**src/rtl/adc_ser_pkg.sv**
```systemverilog
package adc_ser_pkg;

  // Output latency in internal cycles for a latency given in half frames.
  function automatic int lat_cycles(input int half_frames, input int bits_per_frame);
    return (half_frames * bits_per_frame) / 2;
  endfunction

  // Frame marker level for a phase position inside the frame.
  function automatic logic marker_level(input int phase, input int bits_per_frame);
    return (phase < (bits_per_frame / 2));
  endfunction

  // Bit clock level for a phase position: high on even bit slots.
  function automatic logic bitclk_level(input int phase);
    return ((phase % 2) == 0);
  endfunction

endpackage

```
**src/rtl/adc_ser_capture.sv**
```systemverilog
module adc_ser_capture #(
  parameter int W = 12
) (
  input  logic         clk,
  input  logic         rst_n,
  input  logic         stb,
  input  logic [W-1:0] din,
  output logic         q_vld,
  output logic [W-1:0] q_dat
);

  // The sampling edge: the word is held only when the strobe is present.
  always_ff @(posedge clk or negedge rst_n) begin
    if (!rst_n) begin
      q_vld <= 1'b0;
      q_dat <= '0;
    end else begin
      q_vld <= stb;
      if (stb) q_dat <= din;
    end
  end

endmodule

```
**src/rtl/adc_ser_delay.sv**
```systemverilog
module adc_ser_delay #(
  parameter int W     = 12,
  parameter int DEPTH = 76
) (
  input  logic         clk,
  input  logic         rst_n,
  input  logic         in_vld,
  input  logic [W-1:0] in_dat,
  output logic         out_vld,
  output logic [W-1:0] out_dat
);

  generate
    if (DEPTH == 0) begin : g_pass
      assign out_vld = in_vld;
      assign out_dat = in_dat;
    end else begin : g_line
      logic         vld_q [DEPTH];
      logic [W-1:0] dat_q [DEPTH];

      for (genvar s = 0; s < DEPTH; s++) begin : g_stage
        logic         vld_d;
        logic [W-1:0] dat_d;
        if (s == 0) begin : g_head
          assign vld_d = in_vld;
          assign dat_d = in_dat;
        end else begin : g_body
          assign vld_d = vld_q[s-1];
          assign dat_d = dat_q[s-1];
        end
        always_ff @(posedge clk or negedge rst_n) begin
          if (!rst_n) begin
            vld_q[s] <= 1'b0;
            dat_q[s] <= '0;
          end else begin
            vld_q[s] <= vld_d;
            dat_q[s] <= dat_d;
          end
        end
      end

      assign out_vld = vld_q[DEPTH-1];
      assign out_dat = dat_q[DEPTH-1];
    end
  endgenerate

endmodule

```
**src/rtl/adc_ser_shifter.sv**
```systemverilog
module adc_ser_shifter
  import adc_ser_pkg::*;
#(
  parameter int W = 12
) (
  input  logic         clk,
  input  logic         rst_n,
  input  logic         load,
  input  logic [W-1:0] din,
  output logic         ser_data,
  output logic         bit_clk,
  output logic         frame_out,
  output logic         out_valid
);

  localparam int IDX_W = (W > 2) ? $clog2(W) : 1;
  localparam logic [IDX_W-1:0] LAST = IDX_W'(W - 1);

  logic [W-1:0]     sh_q;
  logic [IDX_W-1:0] idx_q;
  logic             run_q;
  logic             vld_q;

  always_ff @(posedge clk or negedge rst_n) begin
    if (!rst_n) begin
      sh_q  <= '0;
      idx_q <= '0;
      run_q <= 1'b0;
      vld_q <= 1'b0;
    end else if (load) begin
      sh_q  <= din;
      idx_q <= '0;
      run_q <= 1'b1;
      vld_q <= 1'b1;
    end else if (run_q) begin
      sh_q <= sh_q >> 1;
      if (idx_q == LAST) begin
        idx_q <= '0;
        vld_q <= 1'b0;
      end else begin
        idx_q <= idx_q + 1'b1;
      end
    end
  end

  assign ser_data  = sh_q[0];
  assign bit_clk   = run_q & bitclk_level(int'(idx_q));
  assign frame_out = run_q & marker_level(int'(idx_q), W);
  assign out_valid = vld_q;

endmodule

```
**src/rtl/adc_ser_tx.sv**
```systemverilog
module adc_ser_tx
  import adc_ser_pkg::*;
#(
  parameter int SAMPLE_W   = 12,
  parameter int LAT_HALVES = 13
) (
  input  logic                clk,
  input  logic                rst_n,
  input  logic                frame_stb,
  input  logic [SAMPLE_W-1:0] sample_in,
  output logic                ser_data,
  output logic                bit_clk,
  output logic                frame_out,
  output logic                out_valid
);

  localparam int LAT_CYC   = lat_cycles(LAT_HALVES, SAMPLE_W);
  localparam int DLY_DEPTH = LAT_CYC - 2;

  // Named internal events for the checker.
  logic                cap_vld;
  logic [SAMPLE_W-1:0] cap_dat;
  logic                load_pulse;
  logic [SAMPLE_W-1:0] load_dat;

  adc_ser_capture #(.W(SAMPLE_W)) u_cap (
    .clk   (clk),
    .rst_n (rst_n),
    .stb   (frame_stb),
    .din   (sample_in),
    .q_vld (cap_vld),
    .q_dat (cap_dat)
  );

  adc_ser_delay #(.W(SAMPLE_W), .DEPTH(DLY_DEPTH)) u_dly (
    .clk     (clk),
    .rst_n   (rst_n),
    .in_vld  (cap_vld),
    .in_dat  (cap_dat),
    .out_vld (load_pulse),
    .out_dat (load_dat)
  );

  adc_ser_shifter #(.W(SAMPLE_W)) u_shf (
    .clk       (clk),
    .rst_n     (rst_n),
    .load      (load_pulse),
    .din       (load_dat),
    .ser_data  (ser_data),
    .bit_clk   (bit_clk),
    .frame_out (frame_out),
    .out_valid (out_valid)
  );

endmodule

```
**config.mk**
```make
export PLATFORM = sky130hd
export DESIGN_NAME = adc_ser_tx
export DESIGN_NICKNAME = d
export VERILOG_FILES = /design/src/rtl/adc_ser_pkg.sv /design/src/rtl/adc_ser_capture.sv /design/src/rtl/adc_ser_delay.sv /design/src/rtl/adc_ser_shifter.sv /design/src/rtl/adc_ser_tx.sv
export SDC_FILE = /design/constraint.sdc
export NUM_CORES = 1
export LEC_CHECK = 0
export BUFFER_PORTS_ARGS = -buffer_cell sky130_fd_sc_hd__buf_2
export CORE_MARGIN = 5
export CORE_UTILIZATION = 50
export CTS_CLUSTER_SIZE = 8
export DETAILED_ROUTE_END_ITERATION = 16
export PLACE_DENSITY = 0.71
export SLEW_MARGIN = 10
export SYNTH_ARGS = -nofsm -noshare
export SYNTH_HDL_FRONTEND = slang
export SYNTH_SLANG_ARGS = --single-unit
```
**constraint.sdc**
```tcl
create_clock -name clk -period 2.2 [get_ports clk]
set_input_delay 0.55 -clock clk [delete_from_list [all_inputs] [get_ports clk]]
set_output_delay 0.55 -clock clk [all_outputs]
set_load 0.01 [all_outputs]
```
==> qor.csv <==
stage,metric,value,unit
placement,place.gp.congestion,0.707,
placement,port_buffers,18,
layout,final_area,31400,um^2
die,io_pins,19,
synth,ys_seq_area_share,97.8,%
hold_path,holdPathStages,2,
layout,final_common_cell,dfrtp_1,
power,leakage,15.2,nW
sta,fin_tns_setup,0,ps
layout,final_cell_mix,"1018 x dfrtp_1, 150 x clkbuf_16, 20 x buf_12",
setup_path,reg2reg_depth,4,
cts,cts.clk_slew.worst_paths,50,ps
die,chipHeight,238,um
layout,fin_nets,1310,
sta,finClkSkew,21.0,ps
setup_path,worst-setup-path-type,reg -> out,
sta,drv_slew,0,
placement,place_area,27500,um^2
routing,vias,9148,
cts,clockRootBuffer,clkbuf_16,
setup_path,worstPathMaxFanout,11,
die,core,51500,um^2
cts,cts_buffers,145,
sta,max_freq,0.487,GHz
die,start_util,50.6,%
power,powerDensity,1290,nW/um^2
sta,maxSlewHeadroom,43.1,%
routing,via_per_inst,4.60,
cts,cts_tree,built,
global_route,track_usage,16.3,%
die,die_w,238,um
global_route,grt.overflow.total,0,
global_route,grt_max_degree,105,
sta,worst_pin_slew,853,ps
routing,ant_nets,0,
cts,cts_max_level,4,
synth,synth_flop_cell,dfrtp_1,
setup_path,critPathRequiredTime,1650,ps
routing,dr.pass1.iters,4,
global_route,grt_pass1_wl,70.8,mm
die,fp.dieArea,56800,um^2
cts,clock_sinks,1019,
die,rows,83,
cts,clk_path_buf_depth,3,
synth,ys_ff_latch,1019,
synth,syn_nets,1112,
synth,synth_cells,1096,
layout,post-route-util,61.0,%
synth,synth.avg_cell_area,23.8,um^2
synth,netlist_area,26100,um^2
power,irDropWorstVdd,0.937,mV
synth,synthArstFlopShare,100,%
layout,area_growth,20.5,%
sta,finalCritPeriodShare,93.4,%
setup_path,startpoint_type,flip-flop,
routing,drtIter0Drc,405,
sta,hold_viol,0,
routing,drc,0,
synth,synth_edf_count,0,
hold_path,worst_hold_path_type,in -> reg,
routing,wire_per_inst,21.5,um
synth,ys_warn_count,0,
setup_path,cp-end-kind,output port,
flow_run,drv_cap,0,
sta,setup_violations,0,
status,status,completed,
layout,fillers,3374,
global_route,antenna_found_initial,1,
cts,worstSkewPairLatency,660,ps
global_route,grt_pass1_vias,11935,
placement,dp_hpwl,15.5,mm
sta,rsz0062_at_grt,no,
setup_path,timing.reg2reg.setup_slack,890,ps
sta,fin_crit,2050,ps
setup_path,cp.arrival,1500,ps
layout,drive_above_1_share,18.0,%
synth,ys_types,24,
routing,wl,42.7,mm
[Yosys cell counts, types with 2 or more instances]
master	instances	share of area (%)
a21oi_1	2	0.038
buf_2	2	0.038
buf_6	3	0.13
dfrtp_1	1019	98
mux2_2	12	0.52
mux2i_1	13	0.50
nand2_1	13	0.19
nand2b_1	2	0.048
nor2_1	3	0.043
o21ai_0	2	0.038
o21ai_1	12	0.23
[registers in the layout, summed over array words and instances (netlist names)]
name,cells
u_dly.out_dat,12
u_dly.g_line.g_stage.vld_d,75
u_cap.q_dat,12
u_dly.g_line.g_stage.dat_d,900
u_dly.out_vld,1
u_cap.q_vld,1
u_shf.run_q,1
u_shf.out_valid,1
u_shf.sh_q,12
u_shf.idx_q,4
[per-layer routing]
layer	global-route usage, %	wire [um]
met1	20.3	17100
met3	4.29	1510
met5	0	0
met2	28.4	23400
met4	5.03	714
[through the flow]
stage | power, mW | setup slack, ps | instances | hold WS, ps
global placement | 21.0 | 643 | 1826 | 331
finish | 40.5 | 146 | 1989 | 135
floorplan | 20.4 | 868 | 1096 | 254
CTS | 41.2 | 87.3 | 1988 | 95.0
detailed placement | 21.1 | 671 | 1826 | 335
global route | 42.1 | 15.2 | 1988 | 108
[final cells by class]
type	count	area [um^2]	share of cell area, %
antenna	1	2.50	0.00797
sequential	1019	25500	81.2
clock buffer	150	3750	12.0
clock inverter	11	140	0.446
multi-input combinational	71	515	1.64
tap	680	851	2.71
timing repair buffer	57	646	2.06
[where the power goes]
part           leakage, nW  internal (mW)  switching, mW  total [mW]
logic                0.526          0.123          0.385       0.507
clock network         1.91           12.0           7.62        19.6
registers             12.8           19.9          0.451        20.4
total                 15.2           32.0           8.46        40.5
[final timing paths]
| path | from | end |
|---|---|---|
| max | u_shf.run_q | frame_out |
| min in group asynchronous | rst_n | u_dly.g_line.g_stage[65].dat_d[11] |
| max reg2reg | u_shf.run_q | u_shf.idx_q[3] |
| min | sample_in[9] | u_cap.q_dat[9] |
| min reg2reg | u_dly.g_line.g_stage[63].dat_d[2] | u_dly.g_line.g_stage[64].dat_d[2] |
| max in group asynchronous | rst_n | u_dly.g_line.g_stage[35].dat_d[10] |
[logic make-up after synthesis]
logic type | count (synthesis) | share of synthesized area (%)
DFF | 1019 | 97.8
and+or+nand+nor | 26 | 0.514
muxes | 25 | 1.02
AOI/OAI and AO/OA | 19 | 0.398
buffers and inverters | 6 | 0.197
adders and majority gates | 1 | 0.0480
[critical path, stage by stage (launching register included)]
cell,delay [ps]
dfrtp_2,510
nand2b_1,80
a21oi_1,110
buf_2,140
[what timing repair did]
action	4_1_cts	5_1_grt
setup buffers	0	0
endpoints found under the hold margin	25	0
setup endpoints to repair	2	0
gates resized for setup	1	0
hold buffers	1	0
(Power assumes the default switching activity.)
